$ cat config.mk
export PLATFORM = sky130hd
export DESIGN_NAME = vco_band_seq
export DESIGN_NICKNAME = d
export VERILOG_FILES = /design/src/rtl/vbs_pkg.sv /design/src/rtl/vbs_step_div.sv /design/src/rtl/vbs_sar.sv /design/src/rtl/vbs_ctrl.sv /design/src/rtl/vco_band_seq.sv
export SDC_FILE = /design/constraint.sdc
export NUM_CORES = 1
export LEC_CHECK = 0
export BUFFER_PORTS_ARGS = -buffer_cell sky130_fd_sc_hd__buf_2
export CORE_UTILIZATION = 55
export DETAILED_ROUTE_END_ITERATION = 8
export PLACE_DENSITY = 0.86
export RECOVER_POWER = 25
export SYNTH_ARGS = -nofsm -noshare
export SYNTH_HDL_FRONTEND = slang
export SYNTH_HIERARCHICAL = 1
export SYNTH_SLANG_ARGS = --single-unit
export TNS_END_PERCENT = 30
$ cat constraint.sdc
create_clock -name clk -period 4.6 [get_ports clk]
set_clock_uncertainty 0.2 [all_clocks]
set_input_delay 0.92 -clock clk [delete_from_list [all_inputs] [get_ports clk]]
set_output_delay 0.92 -clock clk [all_outputs]
set_load 0.05 [all_outputs]
$ cat src/rtl/vbs_pkg.sv
// Package: shared types for the oscillator band search sequencer.
// Assumes: nothing beyond the standard.
package vbs_pkg;

    // Sequencer state: idle with loop closed, or searching with tune parked.
    typedef enum logic {
        SEQ_IDLE   = 1'b0,
        SEQ_SEARCH = 1'b1
    } seq_state_e;

endpackage

$ cat src/rtl/vbs_step_div.sv
// Module: band-step tick divider.
// Divides the reference pulse stream by 2**sel, where sel is captured at
// search start. Emits one tick on the pulse that completes each group.
// Assumes: ref_pulse is a single-cycle pulse, and restart has priority.
module vbs_step_div #(
    parameter int DIVSEL_W = 2
) (
    input  logic                clk,
    input  logic                rst_n,
    input  logic                restart,
    input  logic                enable,
    input  logic                ref_pulse,
    input  logic [DIVSEL_W-1:0] div_sel,
    output logic                step_tick
);
    localparam int MAX_SH = (1 << DIVSEL_W) - 1;
    localparam int CNT_W  = (MAX_SH > 0) ? MAX_SH : 1;

    logic [DIVSEL_W-1:0] sel_q;
    logic [CNT_W-1:0]    cnt_q;
    logic [CNT_W-1:0]    ratio_m1;
    logic                group_end;

    // Terminal count for the captured ratio: the low sel_q bits are set.
    always_comb begin
        for (int i = 0; i < CNT_W; i++) begin
            ratio_m1[i] = (i < int'(sel_q));
        end
    end

    assign group_end = (cnt_q == ratio_m1);
    assign step_tick = enable && ref_pulse && group_end && !restart;

    // Capture the ratio at start and count pulses within a group.
    always_ff @(posedge clk) begin
        if (!rst_n) begin
            sel_q <= '0;
            cnt_q <= '0;
        end else if (restart) begin
            sel_q <= div_sel;
            cnt_q <= '0;
        end else if (enable && ref_pulse) begin
            cnt_q <= group_end ? '0 : cnt_q + CNT_W'(1);
        end
    end

    AST_DIV_CNT_BOUND: assert property (@(posedge clk) disable iff (!rst_n)
        cnt_q <= ratio_m1);
    AST_SEL_HELD: assert property (@(posedge clk) disable iff (!rst_n)
        !restart |=> $stable(sel_q));
endmodule

$ cat src/rtl/vbs_sar.sv
// Module: successive-approximation register for the band code.
// Loads the mid-scale trial on restart. On step k (k < CODE_W) it sets the
// bit under test from the comparator and raises the next lower bit.
// Assumes: step_idx counts band-step ticks from zero within a search.
module vbs_sar #(
    parameter int CODE_W = 3,
    parameter int STEP_W = 3
) (
    input  logic              clk,
    input  logic              rst_n,
    input  logic              restart,
    input  logic              step_tick,
    input  logic [STEP_W-1:0] step_idx,
    input  logic              cmp_high,
    output logic [CODE_W-1:0] trial
);
    localparam logic [CODE_W-1:0] MSB_ONE = CODE_W'(1) << (CODE_W - 1);

    logic [CODE_W-1:0] trial_q;
    logic [CODE_W-1:0] trial_d;
    logic              deciding;

    // Flag the steps on which a code bit is being decided.
    assign deciding = (int'(step_idx) < CODE_W);

    // Next trial: restart value, or the decision for the current step.
    always_comb begin
        trial_d = trial_q;
        if (restart) begin
            trial_d = MSB_ONE;
        end else if (step_tick) begin
            for (int k = 0; k < CODE_W; k++) begin
                if (int'(step_idx) == k) begin
                    trial_d[CODE_W-1-k] = ~cmp_high;
                    trial_d = trial_d | (MSB_ONE >> (k + 1));
                end
            end
        end
    end

    // Hold the trial code.
    always_ff @(posedge clk) begin
        if (!rst_n) begin
            trial_q <= MSB_ONE;
        end else begin
            trial_q <= trial_d;
        end
    end

    assign trial = trial_q;

    AST_TRIAL_HOLD_OFF_TICK: assert property (@(posedge clk) disable iff (!rst_n)
        (!restart && !step_tick) |=> $stable(trial_q));
    AST_TRIAL_HOLD_SETTLE: assert property (@(posedge clk) disable iff (!rst_n)
        (!restart && step_tick && !deciding) |=> $stable(trial_q));
endmodule

$ cat src/rtl/vbs_ctrl.sv
// Module: search sequencer.
// Starts a search on the first cycle out of reset or on a load, counts
// STEPS band-step ticks, commits the trial code on the last one and pulses
// done. The hold output is high for the whole search.
// Assumes: STEPS > CODE_W, so the trial is final before the commit tick.
module vbs_ctrl
    import vbs_pkg::*;
#(
    parameter int CODE_W = 3,
    parameter int STEPS  = 5,
    parameter int STEP_W = 3
) (
    input  logic              clk,
    input  logic              rst_n,
    input  logic              n_load,
    input  logic              step_tick,
    input  logic [CODE_W-1:0] trial,
    output logic              restart,
    output logic              searching,
    output logic [STEP_W-1:0] step_idx,
    output logic [CODE_W-1:0] band_code,
    output logic              band_done
);
    seq_state_e        state_q;
    logic              boot_q;
    logic [STEP_W-1:0] step_q;
    logic [CODE_W-1:0] code_q;
    logic              done_q;
    logic              last_step;

    assign restart   = boot_q || n_load;
    assign last_step = (step_q == STEP_W'(STEPS - 1));

    // Track the search state, step count, committed code and done pulse.
    always_ff @(posedge clk) begin
        if (!rst_n) begin
            boot_q  <= 1'b1;
            state_q <= SEQ_IDLE;
            step_q  <= '0;
            code_q  <= '0;
            done_q  <= 1'b0;
        end else begin
            boot_q <= 1'b0;
            done_q <= 1'b0;
            if (restart) begin
                state_q <= SEQ_SEARCH;
                step_q  <= '0;
            end else if (state_q == SEQ_SEARCH && step_tick) begin
                if (last_step) begin
                    state_q <= SEQ_IDLE;
                    step_q  <= '0;
                    code_q  <= trial;
                    done_q  <= 1'b1;
                end else begin
                    step_q <= step_q + STEP_W'(1);
                end
            end
        end
    end

    assign searching = (state_q == SEQ_SEARCH);
    assign step_idx  = step_q;
    assign band_code = code_q;
    assign band_done = done_q;

    AST_LOAD_HOLDS: assert property (@(posedge clk) disable iff (!rst_n)
        n_load |=> searching);
    AST_STEP_RANGE: assert property (@(posedge clk) disable iff (!rst_n)
        int'(step_q) < STEPS);
    AST_DONE_ONE_CYCLE: assert property (@(posedge clk) disable iff (!rst_n)
        done_q |=> !done_q);
    AST_HOLD_FALL_DONE: assert property (@(posedge clk) disable iff (!rst_n)
        $fell(searching) |-> done_q);
    AST_CODE_ON_COMMIT: assert property (@(posedge clk) disable iff (!rst_n)
        !$stable(code_q) |-> done_q);
endmodule

$ cat src/rtl/vco_band_seq.sv
// Module: oscillator band search sequencer (top).
// Ties the band-step divider, the successive-approximation register and the
// sequencer together. vtune_hold is the sequencer's search state.
// Assumes: all inputs synchronous to clk, ref_pulse one cycle wide.
module vco_band_seq #(
    parameter int CODE_W   = 3,
    parameter int STEPS    = 5,
    parameter int DIVSEL_W = 2
) (
    input  logic                clk,
    input  logic                rst_n,
    input  logic                ref_pulse,
    input  logic [DIVSEL_W-1:0] div_sel,
    input  logic                n_load,
    input  logic                cmp_high,
    output logic                vtune_hold,
    output logic [CODE_W-1:0]   band_code,
    output logic                band_done
);
    localparam int STEP_W = (STEPS > 1) ? $clog2(STEPS) : 1;

    logic              restart;
    logic              searching;
    logic              step_tick;
    logic [STEP_W-1:0] step_idx;
    logic [CODE_W-1:0] trial;

    vbs_step_div #(.DIVSEL_W(DIVSEL_W)) u_div (
        .clk       (clk),
        .rst_n     (rst_n),
        .restart   (restart),
        .enable    (searching),
        .ref_pulse (ref_pulse),
        .div_sel   (div_sel),
        .step_tick (step_tick)
    );

    vbs_sar #(.CODE_W(CODE_W), .STEP_W(STEP_W)) u_sar (
        .clk       (clk),
        .rst_n     (rst_n),
        .restart   (restart),
        .step_tick (step_tick),
        .step_idx  (step_idx),
        .cmp_high  (cmp_high),
        .trial     (trial)
    );

    vbs_ctrl #(.CODE_W(CODE_W), .STEPS(STEPS), .STEP_W(STEP_W)) u_ctrl (
        .clk       (clk),
        .rst_n     (rst_n),
        .n_load    (n_load),
        .step_tick (step_tick),
        .trial     (trial),
        .restart   (restart),
        .searching (searching),
        .step_idx  (step_idx),
        .band_code (band_code),
        .band_done (band_done)
    );

    assign vtune_hold = searching;
endmodule

Yosys cells after proc, flatten, opt, wreduce, memory -nomap -nowiden
Cells that the tools add are included.
- register bits: 17
- bits of input ports: 7
- word-level logic and storage cells: 47
- add/subtract/negate cells: 2
- order comparisons: 3
- eq/ne operators: 4
- mux-type cells: 10
- bitwise logic cells: 4
- reduce and logical (&&, ||, !) cells: 15
- operator list (cell ; count):
    3-bit 2-to-1 mux ; 3
    3-bit by 1-bit adder with 3-bit output, second input constant ; 2
    3-bit == test, second input constant ; 2
    1-bit 2-to-1 mux ; 6
    2-bit nonzero test ; 3
    1-bit logical AND ; 4
    1-bit by 2-bit less-than comparator with 1-bit output, first input constant ; 2
    1-bit inverter ; 4
    2-bit AND reduction ; 2
    3-bit by 2-bit == test with 1-bit output, second input constant ; 1
    3-bit == test ; 1
    3-bit zero test ; 1
    3-bit AND reduction ; 1
    3-bit OR reduction ; 1
    2-bit less-than comparator, first input constant ; 1
    2-bit 2-to-1 mux ; 1
    2-bit OR reduction ; 1
    1-bit zero test ; 1
    1-bit logical OR ; 1

Logic depth before layout (Yosys ltp)
Gate-level depths: netlist (run 1).
- depth in word-level cells: 7
- mapped depth: 6

Modules after synthesis
Netlist (run 1), hierarchy kept.
- by module, submodules not included (module ; times used ; cells an instance ; area each (µm²) ; seq. area each (µm²)):
    vbs_ctrl ; 1 ; 42 ; 384.1 ; 180.2
    vbs_step_div ; 1 ; 27 ; 267.8 ; 100.1
    vbs_sar ; 1 ; 15 ; 152.6 ; 60.1

Least setup slack after synthesis (run 1)
Ideal clock, no wire load.
- kind: in2reg
- start: input port n_load
- end: register u_ctrl.code_q[0], in the netlist u_ctrl/band_code[0]
- setup time: 0.072 ns
- arrival: 2.211 ns
- required time: 4.328 ns
- setup slack: 2.117 ns
- cell stages on the path: 6
- buffers on the path: 1
- cell sequence: or2_1 -> buf_6 -> and3b_1 -> nand2_1 -> nor3_4 -> mux2i_1
- cells in the longest elaborated chain, start to end: 5
- ends and longest elaborated chain (what ; RTL line ; text):
    from (decl) ; vco_band_seq.sv:14 ; input logic n_load,
    1-bit logical OR ; vbs_ctrl.sv:31 ; assign restart = boot_q || n_load;
    via restart ; vco_band_seq.sv:22 ; logic restart;
    1-bit zero test ; vbs_step_div.sv:32 ; assign step_tick = enable && ref_pulse && group_end && !restart;
    1-bit logical AND ; vbs_step_div.sv:32 ;
    via step_tick ; vco_band_seq.sv:24 ; logic step_tick;
    1-bit logical AND ; vbs_ctrl.sv:48 ; end else if (state_q == SEQ_SEARCH && step_tick) begin
    3-bit AND reduction (no source line) ; -- ;
    to (signal assigned) ; vbs_ctrl.sv:52 ; code_q <= trial;
    to (decl) ; vbs_ctrl.sv:27 ; logic [CODE_W-1:0] code_q;
The timed path passes the listed nets, and every way through them passes these cells.
A chain may end at the register's enable or synchronous reset.

Worst setup path after layout (run 1)
- start: input port n_load
- end: register u_ctrl.code_q[1], in the netlist u_ctrl/band_code[1]
The elaborated chain is that of the path after synthesis.

==> results of run 1 <==
==> flip-flops by register name, indices dropped and copies added, names as in the netlist <==
signal and cells:
u_ctrl/searching 1, u_ctrl/step_idx 3, u_div/cnt_q 3, u_sar/trial 3, u_ctrl/boot_q 1, u_ctrl/band_code 3
u_ctrl/band_done 1, u_div/sel_q 2
==> stage by stage <==
stage / std cells / setup slack [ns]
floorplan: 84 / 2.12
global placement: 109 / 1.94
detailed placement: 109 / 1.82
CTS: 113 / 2.11
global route: 113 / 1.86
finish: 113 / 2.01
==> metal layers <==
metal / up-vias / part of all wire [%] / track usage (%)
met1: 289 / 47 / 28.7
met5: - / 0 / 0
met4: 0 / 0.95 / 10.0
li1: 332 / - / -
met2: 31 / 47 / 34.3
met3: 2 / 5.3 / 3.33
==> worst min-delay path by stage <==
stage / to / slack, ns / start
after CTS: u_ctrl/band_code[2] / 0.26 / u_ctrl/band_code[2]
after floorplan: u_ctrl/band_code[1] / 0.24 / u_sar/trial[1]
after detailed placement: u_ctrl/band_code[2] / 0.25 / u_ctrl/band_code[2]
after global routing: u_ctrl/band_code[2] / 0.28 / u_ctrl/band_code[2]
final: u_ctrl/band_code[2] / 0.27 / u_ctrl/band_code[2]
after global placement: u_ctrl/band_code[1] / 0.24 / u_ctrl/band_code[1]
==> area by class of cell <==
cell class / instances / area (µm²) / share of cell area (%)
multi-input combinational: 63 / 435 / 49.1
sequential: 17 / 340 / 38.4
timing repair buffer: 11 / 53.8 / 6.06
clock buffer: 3 / 22.5 / 2.54
tap: 15 / 18.8 / 2.12
inverter: 3 / 11.3 / 1.27
clock inverter: 1 / 5.00 / 0.564
==> cells in the mapped netlist (2+ instances only) <==
cell,number
nand3_1,3
nor2b_1,3
or2_1,2
o21ai_0,2
nor3_1,2
dfxtp_1,17
mux2i_1,5
xor2_1,2
nand2_1,13
ha_1,3
nor3b_1,2
a211oi_1,2
inv_1,3
nand4_1,2
nor2_1,2
a21oi_1,4
nand2b_1,2
==> cell families (layout without fill, tap and decap cells) <==
group | Yosys count | after routing | share of synthesized area (%)
flops | 17 | 17 | 42.3
simple gates | 37 | 37 | 26.6
buf+inv | 4 | 18 | 2.80
compound gates | 15 | 15 | 14.2
fa+ha+maj | 3 | 3 | 4.67
mux | 5 | 5 | 6.22
xor+xnor | 3 | 3 | 3.27
==> critical path, delay by kind of cell <==
family,cells,cell delay [ns]
buf+inv,1,0.09
mux,1,0.22
simple gates,4,1.37
==> cell usage in the layout (no fill, tap or decap), types with 3 or more instances in the layout <==
cell type / n
inv_1: 3
a21oi_1: 4
nor2b_1: 3
ha_1: 3
nand2_1: 13
nand3_1: 3
clkbuf_4: 3
buf_2: 10
dfxtp_1: 17
mux2i_1: 5
==> power by group through the flow <==
stage / combinational [µW] / clock, µW / sequential, µW
after floorplan: 11.9 / 0 / 157
after global placement: 19.0 / 0 / 156
after detailed placement: 19.5 / 0 / 156
after CTS: 19.7 / 79.7 / 152
after global routing: 21.4 / 84.8 / 153
final: 19.4 / 76.0 / 152
==> flow_metrics.env, run 1 <==
export IMPL_outcome="finished clean"
export IMPL_synth_top_cell_area_share_pct=42.3
export IMPL_drtIter0Drc=17
export IMPL_postLayoutCoreUtil_pct=66.5
export IMPL_p_per_area_nw_per_um2=279
export IMPL_grt_pass1_wl_mm=2.33
export IMPL_vias=654
export IMPL_min_period_ns=2.59
export IMPL_ir_worst_vdd_mv=0.149
export IMPL_grt_usage_pct=21.6
export IMPL_placementRows=13
export IMPL_area_growth_pct=10.3
export IMPL_cts_made_buffers=3
export IMPL_gp_congestion=0.725
export IMPL_syn_avg_cell_area_um2=9.58
export IMPL_numClockSinks=17
export IMPL_die_area_um2=1620
export IMPL_ios=12
export IMPL_synth_nets=94
export IMPL_r2r_cells=6
export IMPL_yosysSeqAreaShare_pct=42.3
export IMPL_clock_root_buffer="clkbuf_4"
export IMPL_maxCapViolations=0
export IMPL_synth_cell_types=32
export IMPL_cts_setup_buffers=0
export IMPL_cts_repair_resize_count=0
export IMPL_crit_fanout=9
export IMPL_async_reset_ff_share_pct=0
export IMPL_timing_rr_start="u_div/sel_q[0]"
export IMPL_r2r_setup_slack_ns=2.30
export IMPL_drc=0
export IMPL_min_path_cells=2
export IMPL_critical_path_class="primary input to flop"
export IMPL_rsz0062_at_grt="false"
export IMPL_final_antenna_net_count=0
export IMPL_finalSetupTns_ns=0
export IMPL_drive_gt1_share_pct=17.3
export IMPL_crit_chain="buf_2, or2_0, and3b_1, nand2_1, nor3_4, mux2i_1"
export IMPL_synth_area_leaders="dfxtp_1 42%, mux2i_1 6.2%, nand2_1 6.1%"
export IMPL_max_slew_margin_pct=59.2
export IMPL_clk_pin_slew_worst_paths_ns=0.10
export IMPL_antenna_found_initial=0
export IMPL_power_total_uw=248
export IMPL_io_buffers=11
export IMPL_clk_latency_ns=0.28
export IMPL_holdBufCountCts=0
export IMPL_power_share_combinational_pct=7.8
export IMPL_net_switching_power_uw=58.7
export IMPL_postPlaceCellArea_um2=867
export IMPL_ys_ff_latch=17
export IMPL_drv_slew=0
export IMPL_min_delay_path_class="flop to flop"
export IMPL_setup_viol=0
export IMPL_hold_violations=0
export IMPL_diodes=0
export IMPL_synth_top_flop_cell="dfxtp_1"
export IMPL_final_min_period_over_clock_period_pct=56.4
export IMPL_nets=109
export IMPL_worstSetupStartpointType="primary input"
export IMPL_h_tree_depth=1
export IMPL_mappedNetlistArea_um2=805
export IMPL_vias_per_cell=5.79
export IMPL_max_stage_delay_ns=0.42
export IMPL_post_drt_wl_per_cell_um=13.1
export IMPL_clockBufferDepth=2
export IMPL_p_clk_share_pct=30.7
export IMPL_cts_tree="yes"
export IMPL_cp_slowest_cell="or2_0"
export IMPL_worstPathArrival_ns=2.61
export IMPL_swShare_pct=23.7
export IMPL_tightest_slew_ns=0.611
export IMPL_crit_reg2reg_capture="u_ctrl/band_code[1]"
export IMPL_synth_edf_count=0
export IMPL_final_area_um2=887
export IMPL_wl_mm=1.48
export IMPL_grt_pass1_vias=549
export IMPL_seqPwrFrac_pct=61.5
export IMPL_start_util_pct=60.3
export IMPL_power_internal_uw=189
export IMPL_dp_hpwl_mm=1.12
export IMPL_crit_required_ns=4.62
export IMPL_die_w_um=40.2
export IMPL_clock_fmax_mhz=386
export IMPL_worstSetupEndpoint="u_ctrl/band_code[1]"
export IMPL_die_h_um=40.2
export IMPL_startpoint="n_load"
export IMPL_fill_cells=108
export IMPL_yosys_warnings=6
export IMPL_synthCells=84
export IMPL_yosysTopAreaCell="dfxtp_1"
export IMPL_gr_total_overflow=0
export IMPL_firstDrtPassIters=4
export IMPL_hold_ws_ns=0.266
export IMPL_core_um2=1330
export IMPL_crit_path_end_kind="flop"
export IMPL_grt_max_degree=12
export IMPL_leakagePower_uw=0.000376
(Power assumes the default switching activity.)
==> run 2, diff against run 1 <==
--- a/config.mk
+++ b/config.mk
@@ -6,9 +6,9 @@
 export NUM_CORES = 1
 export LEC_CHECK = 0
 export BUFFER_PORTS_ARGS = -buffer_cell sky130_fd_sc_hd__buf_2
-export CORE_UTILIZATION = 55
+export CORE_UTILIZATION = 53
 export DETAILED_ROUTE_END_ITERATION = 8
-export PLACE_DENSITY = 0.86
+export PLACE_DENSITY = 0.84
 export RECOVER_POWER = 25
 export SYNTH_ARGS = -nofsm -noshare
 export SYNTH_HDL_FRONTEND = slang
==> constraint.sdc (replaced) <==
create_clock -name clk -period 2.64 [get_ports clk]
set_clock_uncertainty 0.2 [all_clocks]
set_input_delay 0.528 -clock clk [delete_from_list [all_inputs] [get_ports clk]]
set_output_delay 0.528 -clock clk [all_outputs]
set_load 0.05 [all_outputs]
==> run 2 against run 1 <==
Net effect: highest routed layer unchanged; register-to-register slack lost 1.9 ns; non-clock buffer count is 1 higher; total power rose by 76%; cell area rose by 0.28%; global-route usage down 0.077 points; sequential power rose by 75%; critical path type is now flop to flop; final cell count grew 0.88%.
==> flow_metrics.env, run 2 (synthesized netlist as in run 1, its figures left out) <==
export IMPL_outcome="finished clean"
export IMPL_clockBufferDepth=2
export IMPL_cts_made_buffers=3
export IMPL_dp_hpwl_mm=1.06
export IMPL_fill_cells=113
export IMPL_max_slew_margin_pct=70.3
export IMPL_firstDrtPassIters=4
export IMPL_die_w_um=41.0
export IMPL_crit_required_ns=2.65
export IMPL_numClockSinks=17
export IMPL_hold_ws_ns=0.250
export IMPL_cts_repair_resize_count=0
export IMPL_core_um2=1350
export IMPL_vias=635
export IMPL_min_delay_path_class="primary input to flop"
export IMPL_grt_max_degree=12
export IMPL_grt_pass1_vias=513
export IMPL_diodes=0
export IMPL_die_area_um2=1680
export IMPL_maxCapViolations=0
export IMPL_crit_fanout=7
export IMPL_crit_path_end_kind="flop"
export IMPL_final_antenna_net_count=0
export IMPL_holdBufCountCts=0
export IMPL_drive_gt1_share_pct=16.2
export IMPL_critical_path_class="flop to flop"
export IMPL_hold_violations=0
export IMPL_nets=110
export IMPL_worst_slack_ns=0.423
export IMPL_io_buffers=11
export IMPL_final_cell_mix="17 x dfxtp_1, 13 x nand2_1, 10 x buf_2"
export IMPL_start_util_pct=59.6
export IMPL_grt_pass1_wl_mm=2.30
export IMPL_ir_worst_vdd_mv=0.324
export IMPL_tightest_slew_ns=0.446
export IMPL_ios=12
export IMPL_clock_root_buffer="clkbuf_4"
export IMPL_placementRows=13
export IMPL_clock_fmax_mhz=451
export IMPL_layout_commonest_cell="dfxtp_1"
export IMPL_grt_usage_pct=21.5
export IMPL_vias_per_cell=5.57
export IMPL_drtIter0Drc=17
export IMPL_die_h_um=41.0
export IMPL_clk_pin_slew_worst_paths_ns=0.10
export IMPL_worstPathArrival_ns=2.23
export IMPL_antenna_found_initial=0
export IMPL_min_period_ns=2.22
export IMPL_clk_latency_ns=0.29
export IMPL_drv_slew=0
export IMPL_cts_setup_buffers=0
export IMPL_final_min_period_over_clock_period_pct=84.0
export IMPL_worstSetupStartpointType="flop"
export IMPL_dp_slack_ns=0.395
export IMPL_gr_total_overflow=0
export IMPL_area_growth_pct=10.6
export IMPL_h_tree_depth=1
export IMPL_finalSetupTns_ns=0
export IMPL_drc=0
export IMPL_leakagePower_uw=0.000374
export IMPL_gp_congestion=0.764
export IMPL_setup_viol=0
export IMPL_p_per_area_nw_per_um2=489
export IMPL_rsz0062_at_grt="false"
export IMPL_power_total_uw=435
export IMPL_post_drt_wl_per_cell_um=12.6
export IMPL_cts_tree="yes"
export IMPL_wl_mm=1.43
## run 2: cell types whose count changed in the layout (fill, tap and decap cells not counted), sizes merged
cell / before / now
clkinv: 1 / 0
clkbuf: 4 / 6
## run 2: cell type report
type / instances / area (µm²) / share of cell area [%]
clock buffers: 4 / 26.3 / 2.95
multi-input cells: 63 / 435 / 48.9
inverters: 3 / 11.3 / 1.27
repair buffers: 12 / 57.6 / 6.47
well taps: 15 / 18.8 / 2.11
flip-flops and latches: 17 / 340 / 38.3
## run 2: power by group
| part | internal (µW) | total, µW | switching [µW] |
|---|---|---|---|
| clock | 58.7 | 137 | 77.9 |
| combinational | 13.2 | 33.2 | 20.0 |
| sequential | 261 | 266 | 5.10 |
## run 2: path summary, 6_finish.rpt
check                                          from                  end  slack [ns]  depth (start not counted)
worst max-delay path                 u_div/sel_q[0]  u_ctrl/band_code[2]        0.42                          6
worst min-delay path                       cmp_high       u_sar/trial[2]        0.25                          2
worst max register to register       u_div/sel_q[0]  u_ctrl/band_code[2]        0.42                          6
worst min register to register  u_ctrl/band_code[1]  u_ctrl/band_code[1]        0.27                          2
## run 2: layer usage
| layer | track usage [%] | wire length (µm) |
|---|---|---|
| met5 | 0 | 0 |
| met4 | 15.0 | 14 |
| met3 | 3.26 | 67 |
| met2 | 27.7 | 627 |
| met1 | 31.9 | 721 |
## run 2: critical path, cell delays in order (launching register included)
cell,delay [ns]
dfxtp_1,0.34
or3_1,0.38
a21oi_2,0.20
and3b_1,0.30
nand2_1,0.18
nor3_4,0.30
mux2i_1,0.23
## run 2: through the flow
| step | util, % | cells | cell area [µm²] |
|---|---|---|---|
| after floorplan | - | 84 | 805 |
| after global placement | 64.8 | 110 | 875 |
| after detailed placement | 64.8 | 110 | 875 |
| after CTS | 66.7 | 114 | 901 |
| after global routing | 65.9 | 114 | 890 |
| final | 65.9 | 114 | 890 |
